--- config.mk ---
export PLATFORM = sky130hd
export DESIGN_NAME = baud_div_top
export DESIGN_NICKNAME = d
export VERILOG_FILES = /design/src/rtl/baud_div_pkg.sv /design/src/rtl/baud_div_regs.sv /design/src/rtl/baud_div_count.sv /design/src/rtl/baud_div_shape.sv /design/src/rtl/baud_div_top.sv
export SDC_FILE = /design/constraint.sdc
export NUM_CORES = 1
export LEC_CHECK = 0
export ABC_AREA = 1
export BUFFER_PORTS_ARGS = -buffer_cell sky130_fd_sc_hd__buf_4
export CORE_MARGIN = 2
export CORE_UTILIZATION = 27
export DETAILED_ROUTE_END_ITERATION = 10
export GPL_ROUTABILITY_DRIVEN = 0
export PLACE_DENSITY = 0.43
export SLEW_MARGIN = 15
export SYNTH_ARGS = -nofsm -noshare
export SYNTH_HDL_FRONTEND = slang
export SYNTH_SLANG_ARGS = --single-unit
--- constraint.sdc ---
create_clock -name clk -period 4.2 [get_ports clk]
set_clock_uncertainty 0.15 [all_clocks]
set_input_delay 0.21 -clock clk [delete_from_list [all_inputs] [get_ports clk]]
set_output_delay 0.21 -clock clk [all_outputs]
set_load 0.01 [all_outputs]
--- src/rtl/baud_div_pkg.sv ---
// Shared types for the baud divisor.
// Assumes nothing beyond IEEE 1800-2017 enum support.
package baud_div_pkg;

    // Waveform class selected by the divisor value.
    typedef enum logic [1:0] {
        BM_DIV3   = 2'd0,   // divisor 0, treated as a period of three
        BM_INVERT = 2'd1,   // divisor 1, inverted input clock
        BM_HALF   = 2'd2,   // divisor 2, square wave
        BM_PULSE  = 2'd3    // divisor 3 or more, two low cycles per period
    } baud_mode_e;

endpackage

--- src/rtl/baud_div_regs.sv ---
// Divisor byte latches.
// Each lane strobe loads the shared data byte into its own slice.
// Also exposes the next-state divisor and the waveform class of that value.
// Assumes DIV_W is a whole multiple of BYTE_W.
module baud_div_regs
    import baud_div_pkg::*;
#(
    parameter int DIV_W  = 16,
    parameter int BYTE_W = 8,
    parameter int LANES  = DIV_W / BYTE_W
) (
    input  logic              clk,
    input  logic              rst_n,
    input  logic [LANES-1:0]  lane_we,
    input  logic [BYTE_W-1:0] wr_data,
    output logic [DIV_W-1:0]  div_q,
    output logic [DIV_W-1:0]  div_nxt,
    output logic              any_we,
    output baud_mode_e        mode_q,
    output baud_mode_e        mode_nxt
);

    localparam logic [DIV_W-1:0] ONE = DIV_W'(1);
    localparam logic [DIV_W-1:0] TWO = DIV_W'(2);

    // Next value for each byte slice: the written byte, or the held byte.
    for (genvar g = 0; g < LANES; g++) begin : g_lane
        assign div_nxt[g*BYTE_W +: BYTE_W] = lane_we[g] ? wr_data
                                                        : div_q[g*BYTE_W +: BYTE_W];

        AST_LANE_LOAD: assert property (@(posedge clk) disable iff (!rst_n)
            lane_we[g] |=> div_q[g*BYTE_W +: BYTE_W] == $past(wr_data));
    end

    assign any_we = |lane_we;

    // Work out the waveform class of the divisor in force next cycle.
    always_comb begin
        if (div_nxt == '0)       mode_nxt = BM_DIV3;
        else if (div_nxt == ONE) mode_nxt = BM_INVERT;
        else if (div_nxt == TWO) mode_nxt = BM_HALF;
        else                     mode_nxt = BM_PULSE;
    end

    // Hold the divisor and its class.
    always_ff @(posedge clk) begin
        if (!rst_n) begin
            div_q  <= '0;
            mode_q <= BM_DIV3;
        end else begin
            div_q  <= div_nxt;
            mode_q <= mode_nxt;
        end
    end

endmodule

--- src/rtl/baud_div_count.sv ---
// Period down-counter.
// Counts from the effective divisor down to 1, then reloads.
// Any latch write forces an immediate reload with the new value.
// Divisor 0 is taken as 3.
// Assumes div_nxt equals div_q in every cycle without a write.
module baud_div_count #(
    parameter int DIV_W = 16
) (
    input  logic             clk,
    input  logic             rst_n,
    input  logic             reload,
    input  logic [DIV_W-1:0] div_q,
    input  logic [DIV_W-1:0] div_nxt,
    output logic [DIV_W-1:0] cnt_q,
    output logic [DIV_W-1:0] cnt_d,
    output logic [DIV_W-1:0] eff_q,
    output logic [DIV_W-1:0] eff_d,
    output logic             last
);

    localparam logic [DIV_W-1:0] ONE   = DIV_W'(1);
    localparam logic [DIV_W-1:0] THREE = DIV_W'(3);

    function automatic logic [DIV_W-1:0] eff_of(input logic [DIV_W-1:0] d);
        return (d == '0) ? THREE : d;
    endfunction

    assign eff_q = eff_of(div_q);
    assign eff_d = eff_of(div_nxt);
    assign last  = (cnt_q == ONE);

    // Choose the next count: reload on a write or at the end of a period.
    always_comb begin
        if (reload || last) cnt_d = eff_d;
        else                cnt_d = cnt_q - ONE;
    end

    // Count register; reset starts at the divisor-0 reload value.
    always_ff @(posedge clk) begin
        if (!rst_n) cnt_q <= THREE;
        else        cnt_q <= cnt_d;
    end

    AST_CNT_BOUNDS: assert property (@(posedge clk) disable iff (!rst_n)
        (cnt_q != '0) && (cnt_q <= eff_q));

    AST_RELOAD_ON_WRITE: assert property (@(posedge clk) disable iff (!rst_n)
        reload |=> cnt_q == eff_q);

    AST_WRAP_AT_END: assert property (@(posedge clk) disable iff (!rst_n)
        (last && !reload) |=> cnt_q == eff_q);

endmodule

--- src/rtl/baud_div_shape.sv ---
// Output waveform shaper.
// Registers the output level from the next count, so the output does not glitch.
// In the inverted-clock class it selects the inverted input clock instead.
// Assumes cnt_d and eff_d are the count and effective divisor of the next cycle.
module baud_div_shape
    import baud_div_pkg::*;
#(
    parameter int DIV_W = 16
) (
    input  logic             clk,
    input  logic             rst_n,
    input  logic             reload,
    input  baud_mode_e       mode_q,
    input  baud_mode_e       mode_nxt,
    input  logic [DIV_W-1:0] cnt_q,
    input  logic [DIV_W-1:0] cnt_d,
    input  logic [DIV_W-1:0] eff_q,
    input  logic [DIV_W-1:0] eff_d,
    output logic             baud_out
);

    localparam logic [DIV_W-1:0] ONE = DIV_W'(1);
    localparam logic [DIV_W-1:0] TWO = DIV_W'(2);

    logic low_d;
    logic out_q;

    // Decide whether the next cycle belongs to the low part of the period.
    always_comb begin
        case (mode_nxt)
            BM_HALF:   low_d = (cnt_d == TWO);
            BM_INVERT: low_d = 1'b0;
            default:   low_d = (cnt_d >= eff_d - ONE);
        endcase
    end

    // Register the output level; it is low during reset.
    always_ff @(posedge clk) begin
        if (!rst_n) out_q <= 1'b0;
        else        out_q <= !low_d;
    end

    assign baud_out = (mode_q == BM_INVERT) ? ~clk : out_q;

    AST_LOW_AT_START: assert property (@(posedge clk) disable iff (!rst_n)
        ((mode_q == BM_PULSE || mode_q == BM_DIV3) && cnt_q == eff_q) |-> !out_q);

    AST_HIGH_AT_END: assert property (@(posedge clk) disable iff (!rst_n)
        ((mode_q == BM_PULSE || mode_q == BM_DIV3) && cnt_q == ONE) |-> out_q);

    AST_HALF_TOGGLE: assert property (@(posedge clk) disable iff (!rst_n)
        (mode_q == BM_HALF && mode_nxt == BM_HALF && !reload) |=> out_q != $past(out_q));

endmodule

--- src/rtl/baud_div_top.sv ---
// Programmable baud divisor, top level.
// Joins the byte latches, the period counter and the waveform shaper.
// The tick marks the last cycle of each period.
// Assumes a single clock domain and inputs stable at the rising edge.
module baud_div_top
    import baud_div_pkg::*;
#(
    parameter int DIV_W  = 16,
    parameter int BYTE_W = 8,
    parameter int LANES  = DIV_W / BYTE_W
) (
    input  logic              clk,
    input  logic              rst_n,
    input  logic [LANES-1:0]  lane_we,
    input  logic [BYTE_W-1:0] wr_data,
    output logic [DIV_W-1:0]  div_rd,
    output logic              baud_out,
    output logic              baud_tick
);

    logic [DIV_W-1:0] div_q;
    logic [DIV_W-1:0] div_nxt;
    logic             any_we;
    baud_mode_e       mode_q;
    baud_mode_e       mode_nxt;
    logic [DIV_W-1:0] cnt_q;
    logic [DIV_W-1:0] cnt_d;
    logic [DIV_W-1:0] eff_q;
    logic [DIV_W-1:0] eff_d;
    logic             last;

    baud_div_regs #(.DIV_W(DIV_W), .BYTE_W(BYTE_W), .LANES(LANES)) u_regs (
        .clk      (clk),
        .rst_n    (rst_n),
        .lane_we  (lane_we),
        .wr_data  (wr_data),
        .div_q    (div_q),
        .div_nxt  (div_nxt),
        .any_we   (any_we),
        .mode_q   (mode_q),
        .mode_nxt (mode_nxt)
    );

    baud_div_count #(.DIV_W(DIV_W)) u_count (
        .clk     (clk),
        .rst_n   (rst_n),
        .reload  (any_we),
        .div_q   (div_q),
        .div_nxt (div_nxt),
        .cnt_q   (cnt_q),
        .cnt_d   (cnt_d),
        .eff_q   (eff_q),
        .eff_d   (eff_d),
        .last    (last)
    );

    baud_div_shape #(.DIV_W(DIV_W)) u_shape (
        .clk      (clk),
        .rst_n    (rst_n),
        .reload   (any_we),
        .mode_q   (mode_q),
        .mode_nxt (mode_nxt),
        .cnt_q    (cnt_q),
        .cnt_d    (cnt_d),
        .eff_q    (eff_q),
        .eff_d    (eff_d),
        .baud_out (baud_out)
    );

    assign div_rd    = div_q;
    assign baud_tick = last;

    AST_INV_TICK: assert property (@(posedge clk) disable iff (!rst_n)
        (mode_q == BM_INVERT && !any_we) |=> baud_tick);

    AST_RESET_QUIET: assert property (@(posedge clk)
        !rst_n |=> (div_rd == '0 && !baud_tick));

endmodule

# Yosys cells after proc, flatten, opt, wreduce, memory -nomap -nowiden
# Index checks and enable logic that the tools add are counted.
# op_classes
add_sub_neg,2
n_lt_le_gt_ge,1
n_eq_ne,7
muxes,9
bitwise,1
reduce_logical,4
# ops
operator,n
$eq A16 B1 Y1 const B,2
$eq A16 B2 Y1 const B,2
$mux W16,2
$sub A16 B1 Y16 const B,2
$ge A16 B16 Y1,1
$logic_not A16 Y1,1
$mux W8,2
$eq A2 B1 Y1 const B,2
$mux W2,2
$eq A2 B2 Y1 const B,1
$mux W1,2
$pmux W1 S2,1
$reduce_or A2 Y1,1
$logic_not A1 Y1,1
$logic_or A1 B1 Y1,1
$not A1 Y1,1
# totals
ff_bits,35
in_bits,12
word_cells,28

# Longest topological paths before layout
# logic_depth
ltp_word,8
mapped_depth,26
mapped_depth_nobuf,25

# Hierarchy
# A second synthesis with hierarchy kept.
# hier_totals
cells_unflattened,535
area_unflattened_um2,3231.8
# modules_own_cells
mod,n_inst,cells_each,area_each_um2
baud_div_count,1,239,1408.9
baud_div_shape,1,144,913.4
baud_div_regs,1,152,909.6

==> metrics <==
Layout Nets=499; DR vias=2,539; vias in the first global route=2,568; critical path depth in cells=26; terminus of the critical flop-to-flop path=u_shape.out_q; Layout area overhead=17.7%; cell count after synthesis=433; internal reg-to-reg setup slack=0.83 ns; RSZ-0062 raised after global routing=false; FP Rows=36; worst r2r src=u_regs.div_q[10]; ys async rst share=0%; routing usage on met3=2.91%; Worst Path Buf+Inv=6; Yosys reg bits=35; clk slew on worst S/H paths=0.07 ns; Initial Util=28.1%; Final WS setup=0.739 ns; DRT Pass-1 Iters=4; maximum vdd drop=130 uV; dpl ws=0.690 ns; Distinct cells, synth=31; WL final=7.44 mm; GRT Total Usage=14.3%; CP max stage delay=0.53 ns; DP Area=0.00310 mm^2; routed wire length per instance=12.4 um; Maximum Capacitance Violations=0; mean post-synth cell area=6.40 um^2; Post-synth EDFFs=0; Netlist Area Pre-Place=0.00277 mm^2; final period utilization=82.4%; die height=105 um; worst-case reg-to-reg path depth=24; status=complete, no violations; Setup TNS=0 ns; largest net degree at the start of global routing=34; layout cells sized above 1=19.7%; Final Hold Viols=0; CTS tree=yes; Leak=1.71 nW; initial antenna violation count=0; # setup viols final=0; post-DR vias/cell=4.22; CP max stage cell=dlygate4sd3_1; fmax=289 MHz; Clock Latency Late Sink=0.40 ns; CP Launch Point=wr_data[7]; Pwr Total=1.03 mW; Worst slew margin=29.5%; Worst Path Required=4.29 ns; slew of the pin with the lowest slew margin=1.06 ns; CP Max Fanout=4; Top Family by Delay on Critical Path=simple AND/OR/NAND/NOR gates; fill count=1,107; DR iter-0 viols=105; buffers added on ports=29; HP Class=input port to register; global-route wire length before repair=12.4 mm; half-perimeter wire length after placement=6.03 mm; die width=105 um; drc violations=0; final hold slack=0.0140 ns; crit path kind=input port to register; most common cell after layout, fill and taps aside=nand2_1; predominant post-synthesis flop cell=dfxtp_1; Worst setup endpoint=u_shape.out_q; Placeable Area=0.00986 mm^2; most frequent cells in the layout=nand2_1 (121), inv_1 (66), nor2_1 (63); # diodes=0; crit end category=register; post-synthesis net count=465; post-route ant nets=0; post-CTS setup buffers=0; I/O pin count=30; min cycle time layout=3.46 ns; met1 GRT Util=18.6%; Top cell by count, worst path=nand2_1; CP Launch Type=input port; Slew Limit Fails=0; CP arrival=3.55 ns; GR peak layer=met2; Yosys warnings=0; die area=0.0111 mm^2; gr ovfl total=0; Finished Cell Area=0.00326 mm^2; register area share after synthesis=25.3%; Power Density=317 mW/mm^2; met2 global-route usage=22.8%
## state kept, by name, indices dropped and copies added, names as in the netlist
name,count
u_count.cnt_q,16
u_regs.div_q,16
u_regs.mode_q,2
u_shape.out_q,1
## what timing repair did
item,4_1_cts,5_1_grt
resized for setup,0,0
hold buffers,2,0
endpoints found under the hold margin,3,0
## final cells by class
type	count	area [um^2]	share of cell area (%)
flip-flops and latches	35	701	21.5
repair buffers	30	230	7.06
clock buffers	12	149	4.57
multi-input cells	322	1750	53.5
inverters	69	269	8.25
well taps	133	166	5.10
## report_power, final
| group | internal (mW) | switching, mW |
|---|---|---|
| combinational | 0.114 | 0.195 |
| clock | 0.214 | 0.138 |
| sequential | 0.355 | 0.0185 |
## worst register-to-register path, stage by stage, from the launching register on
cell and delay, ns:
dfxtp_1 0.36, nand2_1 0.06, nand2_1 0.13, nor2_1 0.06, nand2_1 0.07, nor2_2 0.06, nand2_2 0.09, inv_1 0.06
nor2_1 0.18, ha_1 0.19, inv_1 0.07, nor3_2 0.25, nand2_1 0.12, nor2_1 0.13, nand3_1 0.09, xor2_1 0.14
inv_1 0.06, ha_1 0.26, nand2_1 0.04, inv_1 0.06, nand3_1 0.08, nor3_1 0.22, nand3_1 0.10, nand4_1 0.12
a21oi_2 0.06
## synth_stat cells, types with 2 or more instances
cell	n	share of area, %
nand2_1	121	16
inv_1	66	8.9
nor2_1	63	8.5
dfxtp_1	35	25
nand3_1	21	3.8
ha_1	20	9.0
nand2_2	18	4.1
xor2_1	16	5.1
a21oi_1	14	2.5
nor2_2	13	2.9
nand2_4	6	2.4
o21ai_0	5	0.90
buf_6	4	1.6
nor3_1	4	0.72
o21ai_2	4	1.3
buf_1	3	0.41
nand3_2	3	1.1
nor2_4	3	1.2
nand4_1	2	0.45
## stage by stage
step                      std cells  util, %
after global placement          588     31.4
after global routing            601     33.1
after detailed placement        588     31.4
after CTS                       601     33.1
final                           601     33.1
after floorplan                 433        -
## per-layer routing
metal	vias up	share of wire [%]	wire length (um)
met2	48	44	3280
li1	1394	-	-
met4	0	2.1	153
met5	-	0	0
met1	1086	50	3760
met3	11	3.4	252
## worst min path at each step
stage	endpoint	cells past startpoint	from	slack, ns
2_1_floorplan	u_count.cnt_q[1]	1	rst_n	0.13
3_3_place_gp	baud_out	2	clk	0.24
3_5_place_dp	baud_out	2	clk	0.24
4_1_cts	u_regs.div_q[13]	3	wr_data[5]	0.005
5_1_grt	u_regs.div_q[15]	3	lane_we[1]	0.02
6_report	u_regs.div_q[13]	3	wr_data[5]	0.01
## cell families after synthesis
family | synth area share [%]
flip-flops | 25.3
AND/OR/NAND/NOR | 42.8
AO/OA/AOI/OAI | 5.78
buffers and inverters | 11.7
XOR/XNOR | 5.37
adder cells (fa/ha/maj) | 9.03
No activity file was read; power rests on OpenSTA's default activity.
